File: src/rtl/cmdbr_pkg.sv
package cmdbr_pkg;
    localparam int WORD_W = 16;
    localparam int FUNC_W = 4;
    localparam int ADDR_W = 2 * WORD_W;
    localparam logic [FUNC_W-1:0] FN_WRITE = 4'b1000;
    localparam logic [FUNC_W-1:0] FN_READ  = 4'b1001;

    typedef enum logic [2:0] {
        ST_IDLE, ST_ALO, ST_AHI, ST_TAIL, ST_WSTB, ST_RSTB, ST_CAP, ST_PUSH
    } st_e;

    typedef struct packed {
        st_e               st;
        logic              rd_op;
        logic [ADDR_W-1:0] addr;
        logic [WORD_W-1:0] data;
    } ctx_t;
endpackage

File: src/rtl/hdr_decode.sv
module hdr_decode
    import cmdbr_pkg::*;
#(
    parameter int W = WORD_W,
    parameter int F = FUNC_W
) (
    input  logic [W-1:0] word,
    output logic         ok,
    output logic         is_rd
);
    logic [F-1:0] code;
    assign code  = word[W-1 -: F];
    assign ok    = (code == FN_WRITE) || (code == FN_READ);
    assign is_rd = (code == FN_READ);
endmodule

File: src/rtl/bridge_fsm.sv
module bridge_fsm
    import cmdbr_pkg::*;
#(
    parameter int W = WORD_W,
    localparam int AW = 2 * W
) (
    input  logic          clk,
    input  logic          rst_n,
    input  logic          clr_n,
    input  logic          cmd_empty,
    input  logic [W-1:0]  cmd_q,
    input  logic          hdr_ok,
    input  logic          hdr_rd,
    output logic          cmd_rd,
    input  logic          ret_full,
    output logic          ret_wr,
    output logic [W-1:0]  ret_data,
    output logic [AW-1:0] bus_addr,
    output logic [W-1:0]  bus_wdata,
    output logic          bus_wren,
    output logic          bus_rden,
    input  logic [W-1:0]  bus_rdata
);
    ctx_t ctx_d, ctx_q;
    logic accepting, take;

    assign accepting = (ctx_q.st == ST_IDLE) || (ctx_q.st == ST_ALO) ||
                       (ctx_q.st == ST_AHI)  || (ctx_q.st == ST_TAIL);
    assign take = accepting && !cmd_empty && clr_n;

    always_comb begin
        ctx_d = ctx_q;
        case (ctx_q.st)
            ST_IDLE: if (take && hdr_ok) begin
                ctx_d.rd_op = hdr_rd;
                ctx_d.st    = ST_ALO;
            end
            ST_ALO: if (take) begin
                ctx_d.addr[W-1:0] = cmd_q;
                ctx_d.st          = ST_AHI;
            end
            ST_AHI: if (take) begin
                ctx_d.addr[AW-1:W] = cmd_q;
                ctx_d.st           = ST_TAIL;
            end
            ST_TAIL: if (take) begin
                if (ctx_q.rd_op) begin
                    ctx_d.st = ST_RSTB;
                end else begin
                    ctx_d.data = cmd_q;
                    ctx_d.st   = ST_WSTB;
                end
            end
            ST_WSTB: ctx_d.st = ST_IDLE;
            ST_RSTB: ctx_d.st = ST_CAP;
            ST_CAP: begin
                ctx_d.data = bus_rdata;
                ctx_d.st   = ST_PUSH;
            end
            ST_PUSH: if (!ret_full) ctx_d.st = ST_IDLE;
            default: ctx_d.st = ST_IDLE;
        endcase
        if (!clr_n) ctx_d.st = ST_IDLE;
    end

    always_ff @(posedge clk or negedge rst_n) begin
        if (!rst_n) begin
            ctx_q <= '{st: ST_IDLE, rd_op: 1'b0, addr: '0, data: '0};
        end else begin
            ctx_q <= ctx_d;
        end
    end

    assign cmd_rd    = take;
    assign bus_wren  = (ctx_q.st == ST_WSTB);
    assign bus_rden  = (ctx_q.st == ST_RSTB);
    assign ret_wr    = (ctx_q.st == ST_PUSH) && !ret_full;
    assign ret_data  = ctx_q.data;
    assign bus_addr  = ctx_q.addr;
    assign bus_wdata = ctx_q.data;

    p_pop_nonempty_r2: assert property (@(posedge clk) disable iff (!rst_n)
        cmd_rd |-> !cmd_empty);
    p_wren_single_r3: assert property (@(posedge clk) disable iff (!rst_n)
        bus_wren |=> !bus_wren);
    p_rden_single_r4: assert property (@(posedge clk) disable iff (!rst_n)
        bus_rden |=> !bus_rden && !bus_wren);
    p_no_overflow_r6: assert property (@(posedge clk) disable iff (!rst_n)
        ret_wr |-> !ret_full);
    p_push_once_r5: assert property (@(posedge clk) disable iff (!rst_n)
        ret_wr |=> !ret_wr);
    p_clear_idle_r8: assert property (@(posedge clk) disable iff (!rst_n)
        !clr_n |=> !bus_wren && !bus_rden && !ret_wr);
    p_no_pop_busy_r9: assert property (@(posedge clk) disable iff (!rst_n)
        (bus_wren || bus_rden || ret_wr) |-> !cmd_rd);
    p_addr_held_r4: assert property (@(posedge clk) disable iff (!rst_n)
        bus_rden |=> $stable(bus_addr));
endmodule

File: src/rtl/cmd_reg_bridge.sv
module cmd_reg_bridge
    import cmdbr_pkg::*;
(
    input  logic               clk,
    input  logic               rst_n,
    input  logic               clr_n,
    input  logic               cmd_empty,
    input  logic [WORD_W-1:0]  cmd_q,
    output logic               cmd_rd,
    input  logic               ret_full,
    output logic               ret_wr,
    output logic [WORD_W-1:0]  ret_data,
    output logic [ADDR_W-1:0]  bus_addr,
    output logic [WORD_W-1:0]  bus_wdata,
    output logic               bus_wren,
    output logic               bus_rden,
    input  logic [WORD_W-1:0]  bus_rdata
);
    logic hdr_ok, hdr_rd;

    hdr_decode #(.W(WORD_W), .F(FUNC_W)) u_dec (
        .word  (cmd_q),
        .ok    (hdr_ok),
        .is_rd (hdr_rd)
    );

    bridge_fsm #(.W(WORD_W)) u_fsm (
        .clk       (clk),
        .rst_n     (rst_n),
        .clr_n     (clr_n),
        .cmd_empty (cmd_empty),
        .cmd_q     (cmd_q),
        .hdr_ok    (hdr_ok),
        .hdr_rd    (hdr_rd),
        .cmd_rd    (cmd_rd),
        .ret_full  (ret_full),
        .ret_wr    (ret_wr),
        .ret_data  (ret_data),
        .bus_addr  (bus_addr),
        .bus_wdata (bus_wdata),
        .bus_wren  (bus_wren),
        .bus_rden  (bus_rden),
        .bus_rdata (bus_rdata)
    );
endmodule

File: config.mk
export PLATFORM = sky130hd
export DESIGN_NAME = cmd_reg_bridge
export DESIGN_NICKNAME = d
export VERILOG_FILES = /design/src/rtl/cmdbr_pkg.sv /design/src/rtl/hdr_decode.sv /design/src/rtl/bridge_fsm.sv /design/src/rtl/cmd_reg_bridge.sv
export SDC_FILE = /design/constraint.sdc
export NUM_CORES = 1
export LEC_CHECK = 0
export BUFFER_PORTS_ARGS = -buffer_cell sky130_fd_sc_hd__buf_2
export CAP_MARGIN = 30
export CORE_MARGIN = 1.5
export CORE_UTILIZATION = 45
export CTS_CLUSTER_DIAMETER = 60
export DETAILED_ROUTE_END_ITERATION = 10
export MAX_ROUTING_LAYER = met4
export PLACE_DENSITY = 0.74
export SKIP_CTS_REPAIR_TIMING = 1
export SLEW_MARGIN = 20
export SYNTH_ARGS = -nofsm -noshare
export SYNTH_HDL_FRONTEND = slang
export SYNTH_HIERARCHICAL = 1
export SYNTH_SLANG_ARGS = --single-unit
File: constraint.sdc
create_clock -name clk -period 1.6 [get_ports clk]
set_input_delay 0.24 -clock clk [delete_from_list [all_inputs] [get_ports clk]]
set_output_delay 0.24 -clock clk [all_outputs]
set_load 0.1 [all_outputs]
==> results of run 1 <==
[per-stage QoR]
step,TNS (ps),cells
finish,-61.0,357
global route,-641,357
CTS,-386,352
detailed placement,0,345
global placement,0,345
floorplan,-310,226
[placed cells by master (no fill, tap or decap), types with 2 or more instances in the layout]
cell                        count
sky130_fd_sc_hd__mux2_4        21
sky130_fd_sc_hd__buf_6          2
sky130_fd_sc_hd__a21oi_1        2
sky130_fd_sc_hd__buf_12         8
sky130_fd_sc_hd__nand2_8        2
sky130_fd_sc_hd__dfrtp_2        2
sky130_fd_sc_hd__nor2_2         2
sky130_fd_sc_hd__clkbuf_8       5
sky130_fd_sc_hd__buf_2        100
sky130_fd_sc_hd__dfrtp_1       50
sky130_fd_sc_hd__nand2_1        2
sky130_fd_sc_hd__bufinv_16      2
sky130_fd_sc_hd__nor2b_1        5
sky130_fd_sc_hd__o21ai_0        3
sky130_fd_sc_hd__buf_4          7
sky130_fd_sc_hd__mux2_2        44
[flip-flops by register name (all words and copies together) (netlist names)]
name,flops
u_fsm/bus_addr,32
u_fsm/bus_wdata,16
u_fsm/ctx_q,4
[logic make-up after synthesis]
logic type	Yosys count	synth area share (%)
flops	52	44.5
simple gates	22	5.64
compound gates	11	2.86
mux	66	28.0
buf+inv	75	19.1
[Yosys cell counts (2+ instances only)]
cell type	number
sky130_fd_sc_hd__mux2_4	20
sky130_fd_sc_hd__o21ai_0	3
sky130_fd_sc_hd__buf_6	3
sky130_fd_sc_hd__buf_4	67
sky130_fd_sc_hd__nor2b_1	5
sky130_fd_sc_hd__nand2_4	2
sky130_fd_sc_hd__nand2_1	2
sky130_fd_sc_hd__nor2_1	2
sky130_fd_sc_hd__mux2_2	45
sky130_fd_sc_hd__buf_2	2
sky130_fd_sc_hd__a21oi_1	2
sky130_fd_sc_hd__inv_1	3
sky130_fd_sc_hd__dfrtp_1	52
[worst paths after layout]
check / startpoint / endpoint / slack (ps) / cells past startpoint
hold / removal: cmd_q[8] / u_fsm/bus_addr[24] / 190 / 2
max in group asynchronous: rst_n / u_fsm/ctx_q[51] / 890 / 3
setup reg to reg: u_fsm/ctx_q[49] / u_fsm/bus_wdata[1] / -20 / 5
hold reg to reg: u_fsm/bus_addr[0] / u_fsm/bus_addr[0] / 500 / 1
setup / recovery: u_fsm/ctx_q[49] / u_fsm/bus_wdata[1] / -20 / 5
min in group asynchronous: rst_n / u_fsm/bus_wdata[0] / 460 / 3
[cell type report]
type / count / area (um^2) / share of cell area (%)
timing repair buffer: 118 / 746 / 21.9
clock inverter: 2 / 60.1 / 1.76
multi-input combinational: 100 / 1120 / 32.8
sequential: 52 / 1300 / 38.3
tap: 77 / 96.3 / 2.83
inverter: 3 / 13.8 / 0.404
clock buffer: 5 / 68.8 / 2.02
[power groups by stage]
stage               logic, mW  registers [mW]  clock network, mW
finish                  0.412            1.35               1.04
floorplan               0.320            1.38                  0
CTS                     0.409            1.35               1.08
global route            0.435            1.36               1.12
detailed placement      0.410            1.38                  0
global placement        0.405            1.38                  0
[per-layer routing]
| layer | GRT usage (%) | vias up | part of all wire [%] |
|---|---|---|---|
| li1 | - | 812 | - |
| met1 | 20.4 | 827 | 46 |
| met2 | 23.8 | 76 | 46 |
| met3 | 4.35 | 6 | 7.1 |
| met4 | 4.17 | 0 | 0.94 |
| met5 | - | - | 0 |
[worst reg2reg max path: stages (launching register included)]
cell and delay, ps:
sky130_fd_sc_hd__dfrtp_2 440, sky130_fd_sc_hd__buf_6 130, sky130_fd_sc_hd__nor2b_4 210, sky130_fd_sc_hd__nand2_4 160, sky130_fd_sc_hd__mux2_4 320, sky130_fd_sc_hd__mux2_2 260
==> flow_summary.toml, run 1 <==
[global_route]
overflow = 0
antenna_violations_before_repair = 0
number_of_global_route_vias_before_repair = 1622
pin_count_of_the_biggest_net_entering_global_routing = 53
first_pass_grt_wire_length_mm = 8.31
grt_util_all_layers_pct = 15.5

[sta]
final_min_period_over_clock_period_pct = 101
final.hold.worst_slack_ps = 193
fmaxAchievable_mhz = 618
hold_viol_final = 0
maxSlewViolCount = 0
worst_slew_pin_slew_ps = 497
finalWorstSetupSlack_ps = -17.4
timing.clock.skew_ps = 7.89
rsz0062_at_grt = "yes"
timing.max_slew.rel_slack_pct = 67.1
final-setup-viol-count = 7
fin_crit_ps = 1620

[detailed_routing]
ant_nets = 0
finalWirelength_mm = 5.42
drtPass1Iterations = 4
vias_per_cell = 4.82
wire_per_inst_um = 15.2
drc_errors = 0
detailroute.via_count = 1721
drt_iter0_markers = 54

[cts]
clk_pin_slew_ps = 90
clock_path_buffers = 2
cts-root-buf = "sky130_fd_sc_hd__clkbuf_8"
clkSinkCount = 52
cts_tree = "built"
tritoncts.num_buffers = 5
insertion_delay_ps = 300
cts_htree_levels = 2

[outcome]
failing_checks = "setup timing"
outcome = "finished with violations"

[placement]
count_of_buffers_inserted_at_the_top_level_ports = 104
place_area_um2 = 3190
placement_stage_worst_setup_slack_ps = 14.8
final_hpwl_from_detailed_placement_mm = 3.85
place_congestion = 0.850

[pwr]
power.share.switching_pct = 26.0
share_comb_of_total_power_pct = 14.7
cellInternalPower_mw = 2.07
power.total_mw = 2.80
leakage_dissipation_nw = 1.96
p_per_area_nw_per_um2 = 822
clock_power_share_pct = 37.0
vdd_ir_drop_max_mv = 0.517
seq_power_share_pct = 48.3
net-switching-power_mw = 0.729

[finish]
layout.nets = 317
antenna_cells = 0
postLayoutCellArea_um2 = 3410
final.fill_count = 550
drive_gt1_share_pct = 73.2
flow.area_growth_from_synthesis_pct = 16.4
postLayoutCoreUtil_pct = 53.9

[synth]
post_synth_num_cell_types = 31
netlist_area_um2 = 2930
syn_inst = 226
postSynthNetCount = 263
synth.yosys.warnings = 6
synth_sequential_area_ratio_pct = 44.5
netlist.area_leader.share_pct = 44.5
synth.area.top_cells = "sky130_fd_sc_hd__dfrtp_1 (44%), sky130_fd_sc_hd__mux2_2 (17%), sky130_fd_sc_hd__buf_4 (17%), sky130_fd_sc_hd__mux2_4 (10%), sky130_fd_sc_hd__buf_6 (1.2%)"
syn_avg_cell_area_um2 = 12.9
synth.ff_latch_count = 52
synth-edff-count = 0
async_flop_share_pct = 100
synth_top_cell_by_area = "sky130_fd_sc_hd__dfrtp_1"
synth_top_flop_cell = "sky130_fd_sc_hd__dfrtp_1"

[critical_path]
worstPathArrival_ps = 1810
critical-path-slowest-cell = "sky130_fd_sc_hd__dfrtp_2"
worst-endpoint-required_ps = 1790
crit_path_start_kind = "flip-flop"
crit_buf_inv = 1
critical-path-top-delay-family = "multiplexers"
endpoint_kind = "flip-flop"
worstPathCellList = "buf_6, nor2b_4, nand2_4, mux2_4, mux2_2"
maximum_fanout_encountered_on_the_critical_timing_path = 8
path_class = "flip-flop to flip-flop"
critical_path.max_stage_delay_ps = 440

[floorplanning]
chipHeight_um = 83.6
start_util_pct = 46.4
row_count = 29
area_enclosed_by_the_die_boundary_um2 = 7000
die_width_um = 83.6
coreArea_um2 = 6310
pin_count = 105

[run]
cap_violations = 0

[hold_path]
holdCritPathClass = "input port to flip-flop"
Power figures use the tool's default switching activity.
==> run 2: changes to the inputs <==
--- a/config.mk
+++ b/config.mk
@@ -11,9 +11,11 @@
 export CORE_UTILIZATION = 45
 export CTS_CLUSTER_DIAMETER = 60
 export DETAILED_ROUTE_END_ITERATION = 10
+export GPL_TIMING_DRIVEN = 0
 export MAX_ROUTING_LAYER = met4
 export PLACE_DENSITY = 0.74
 export SKIP_CTS_REPAIR_TIMING = 1
+export SKIP_LAST_GASP = 1
 export SLEW_MARGIN = 20
 export SYNTH_ARGS = -nofsm -noshare
 export SYNTH_HDL_FRONTEND = slang
==> run 2 against run 1 <==
The run ends with hold timing, setup timing left. Flip-flop and latch count unchanged. Die area unchanged. Core utilization increased by 7.4 points. Sequential share of layout area decreased by 4.7 points.
==> flow_summary.toml, run 2 (synthesized netlist as in run 1, its figures left out) <==
[outcome]
outcome = "finished with violations"
failing_checks = "hold timing, setup timing"

[pwr]
leakage_dissipation_nw = 2.35
power.share.switching_pct = 26.5
clock_power_share_pct = 35.1
seq_power_share_pct = 49.1
vdd_ir_drop_max_mv = 0.441
net-switching-power_mw = 0.730
cellInternalPower_mw = 2.03
share_comb_of_total_power_pct = 15.8
p_per_area_nw_per_um2 = 712

[cts]
cts_htree_levels = 2
clkSinkCount = 52
clock_path_buffers = 2
cts-root-buf = "sky130_fd_sc_hd__clkbuf_8"
tritoncts.num_buffers = 5
clk_pin_slew_ps = 90
insertion_delay_ps = 300
cts_tree = "built"

[sta]
timing.clock.skew_ps = 6.88
rsz0062_at_grt = "yes"
timing.max_slew.rel_slack_pct = 56.1
worst_slew_pin_slew_ps = 659
final-setup-viol-count = 1
hold_viol_final = 52
fin_crit_ps = 1600
final_min_period_over_clock_period_pct = 100
finalWorstSetupSlack_ps = -3.01
maxSlewViolCount = 0
fmaxAchievable_mhz = 624
final.hold.worst_slack_ps = -27.3

[critical_path]
crit_path_start_kind = "flip-flop"
worstPathCellList = "buf_6, nand2_1, nor2_2, buf_12"
critical-path-slowest-cell = "sky130_fd_sc_hd__dfrtp_1"
critical-path-top-delay-family = "flip-flops"
path_class = "flip-flop to primary output"
worst-endpoint-required_ps = 1360
critical_path.max_stage_delay_ps = 440
maximum_fanout_encountered_on_the_critical_timing_path = 8
crit_buf_inv = 2
endpoint_kind = "primary output"
worstPathArrival_ps = 1360

[finish]
layout.nets = 385
flow.area_growth_from_synthesis_pct = 32.4
instances_no_fill = 426
postLayoutCellArea_um2 = 3870
largest_register_ffs = 32
final.fill_count = 544
drive_gt1_share_pct = 78.5
mostFrequentLayoutCells = "sky130_fd_sc_hd__buf_2 (100), sky130_fd_sc_hd__buf_4 (77), sky130_fd_sc_hd__dfrtp_1 (51)"
layout_commonest_cell = "sky130_fd_sc_hd__buf_2"
antenna_cells = 0

[detailed_routing]
ant_nets = 0
vias_per_cell = 4.68
drtPass1Iterations = 3
drt_iter0_markers = 22
drc_errors = 0
wire_per_inst_um = 13.8
finalWirelength_mm = 5.88
detailroute.via_count = 1992

[global_route]
antenna_violations_before_repair = 0
grt_util_all_layers_pct = 16.6
pin_count_of_the_biggest_net_entering_global_routing = 53
first_pass_grt_wire_length_mm = 9.03
overflow = 0
number_of_global_route_vias_before_repair = 1853

[floorplanning]
start_util_pct = 46.4
chipHeight_um = 83.6
area_enclosed_by_the_die_boundary_um2 = 7000
die_width_um = 83.6
coreArea_um2 = 6310
row_count = 29
pin_count = 105

[placement]
count_of_buffers_inserted_at_the_top_level_ports = 104
placed_cells = 407
place_area_um2 = 3560
final_hpwl_from_detailed_placement_mm = 4.14
place_congestion = 0.832

[run]
cap_violations = 0

[hold_path]
holdCritPathClass = "input port to async pin"
[run 2: path summary, 6_finish.rpt]
kind                               startpoint            endpoint  slack (ps)  depth (start not counted)
max                           u_fsm/ctx_q[51]            bus_rden          -3                          4
min in group clk                     cmd_q[7]   u_fsm/bus_addr[7]         190                          2
min                                     rst_n   u_fsm/bus_addr[0]         -30                          1
min reg2reg                u_fsm/bus_addr[28]  u_fsm/bus_addr[28]         510                          1
max reg2reg                   u_fsm/ctx_q[51]  u_fsm/bus_wdata[5]          10                          5
max in group asynchronous               rst_n     u_fsm/ctx_q[49]        1160                          1
[run 2: cell type report]
cell class / instances / area [um^2] / share of cell area (%)
multi-input combinational: 99 / 1080 / 27.9
clock inverter: 1 / 30.0 / 0.775
tap: 77 / 96.3 / 2.49
sequential: 52 / 1300 / 33.6
timing repair buffer: 116 / 688 / 17.8
clock buffer: 7 / 96.3 / 2.49
inverter: 3 / 11.3 / 0.291
buffer: 71 / 569 / 14.7
[run 2: power groups by stage]
stage | Clock [mW] | Sequential, mW | Combinational (mW)
6_report | 0.970 | 1.35 | 0.436
2_1_floorplan | 0 | 1.38 | 0.320
5_1_grt | 1.06 | 1.36 | 0.461
3_5_place_dp | 0 | 1.38 | 0.439
4_1_cts | 1.01 | 1.35 | 0.439
3_3_place_gp | 0 | 1.38 | 0.434
[run 2: metal layers]
| metal | GRT usage, % | routed length, um | share of wire (%) |
|---|---|---|---|
| met5 | - | 0 | 0 |
| met4 | 4.32 | 63 | 1.1 |
| met3 | 4.65 | 393 | 6.7 |
| met2 | 25.7 | 2770 | 47 |
| met1 | 21.7 | 2660 | 45 |
[run 2: metrics by stage]
stage                     worst slack, ps  hold slack (ps)  total power, mW  util, %  setup TNS, ps
after global placement              -72.0              478             1.81     56.4           -949
final                               -3.01            -27.3             2.76     61.4          -3.01
after detailed placement            -88.6              322             1.82     56.5          -1620
after global routing                -65.3             12.0             2.88     61.4           -266
after floorplan                      -165            -55.6             1.70        -           -310
after CTS                            -297            -11.8             2.80     58.5          -3030
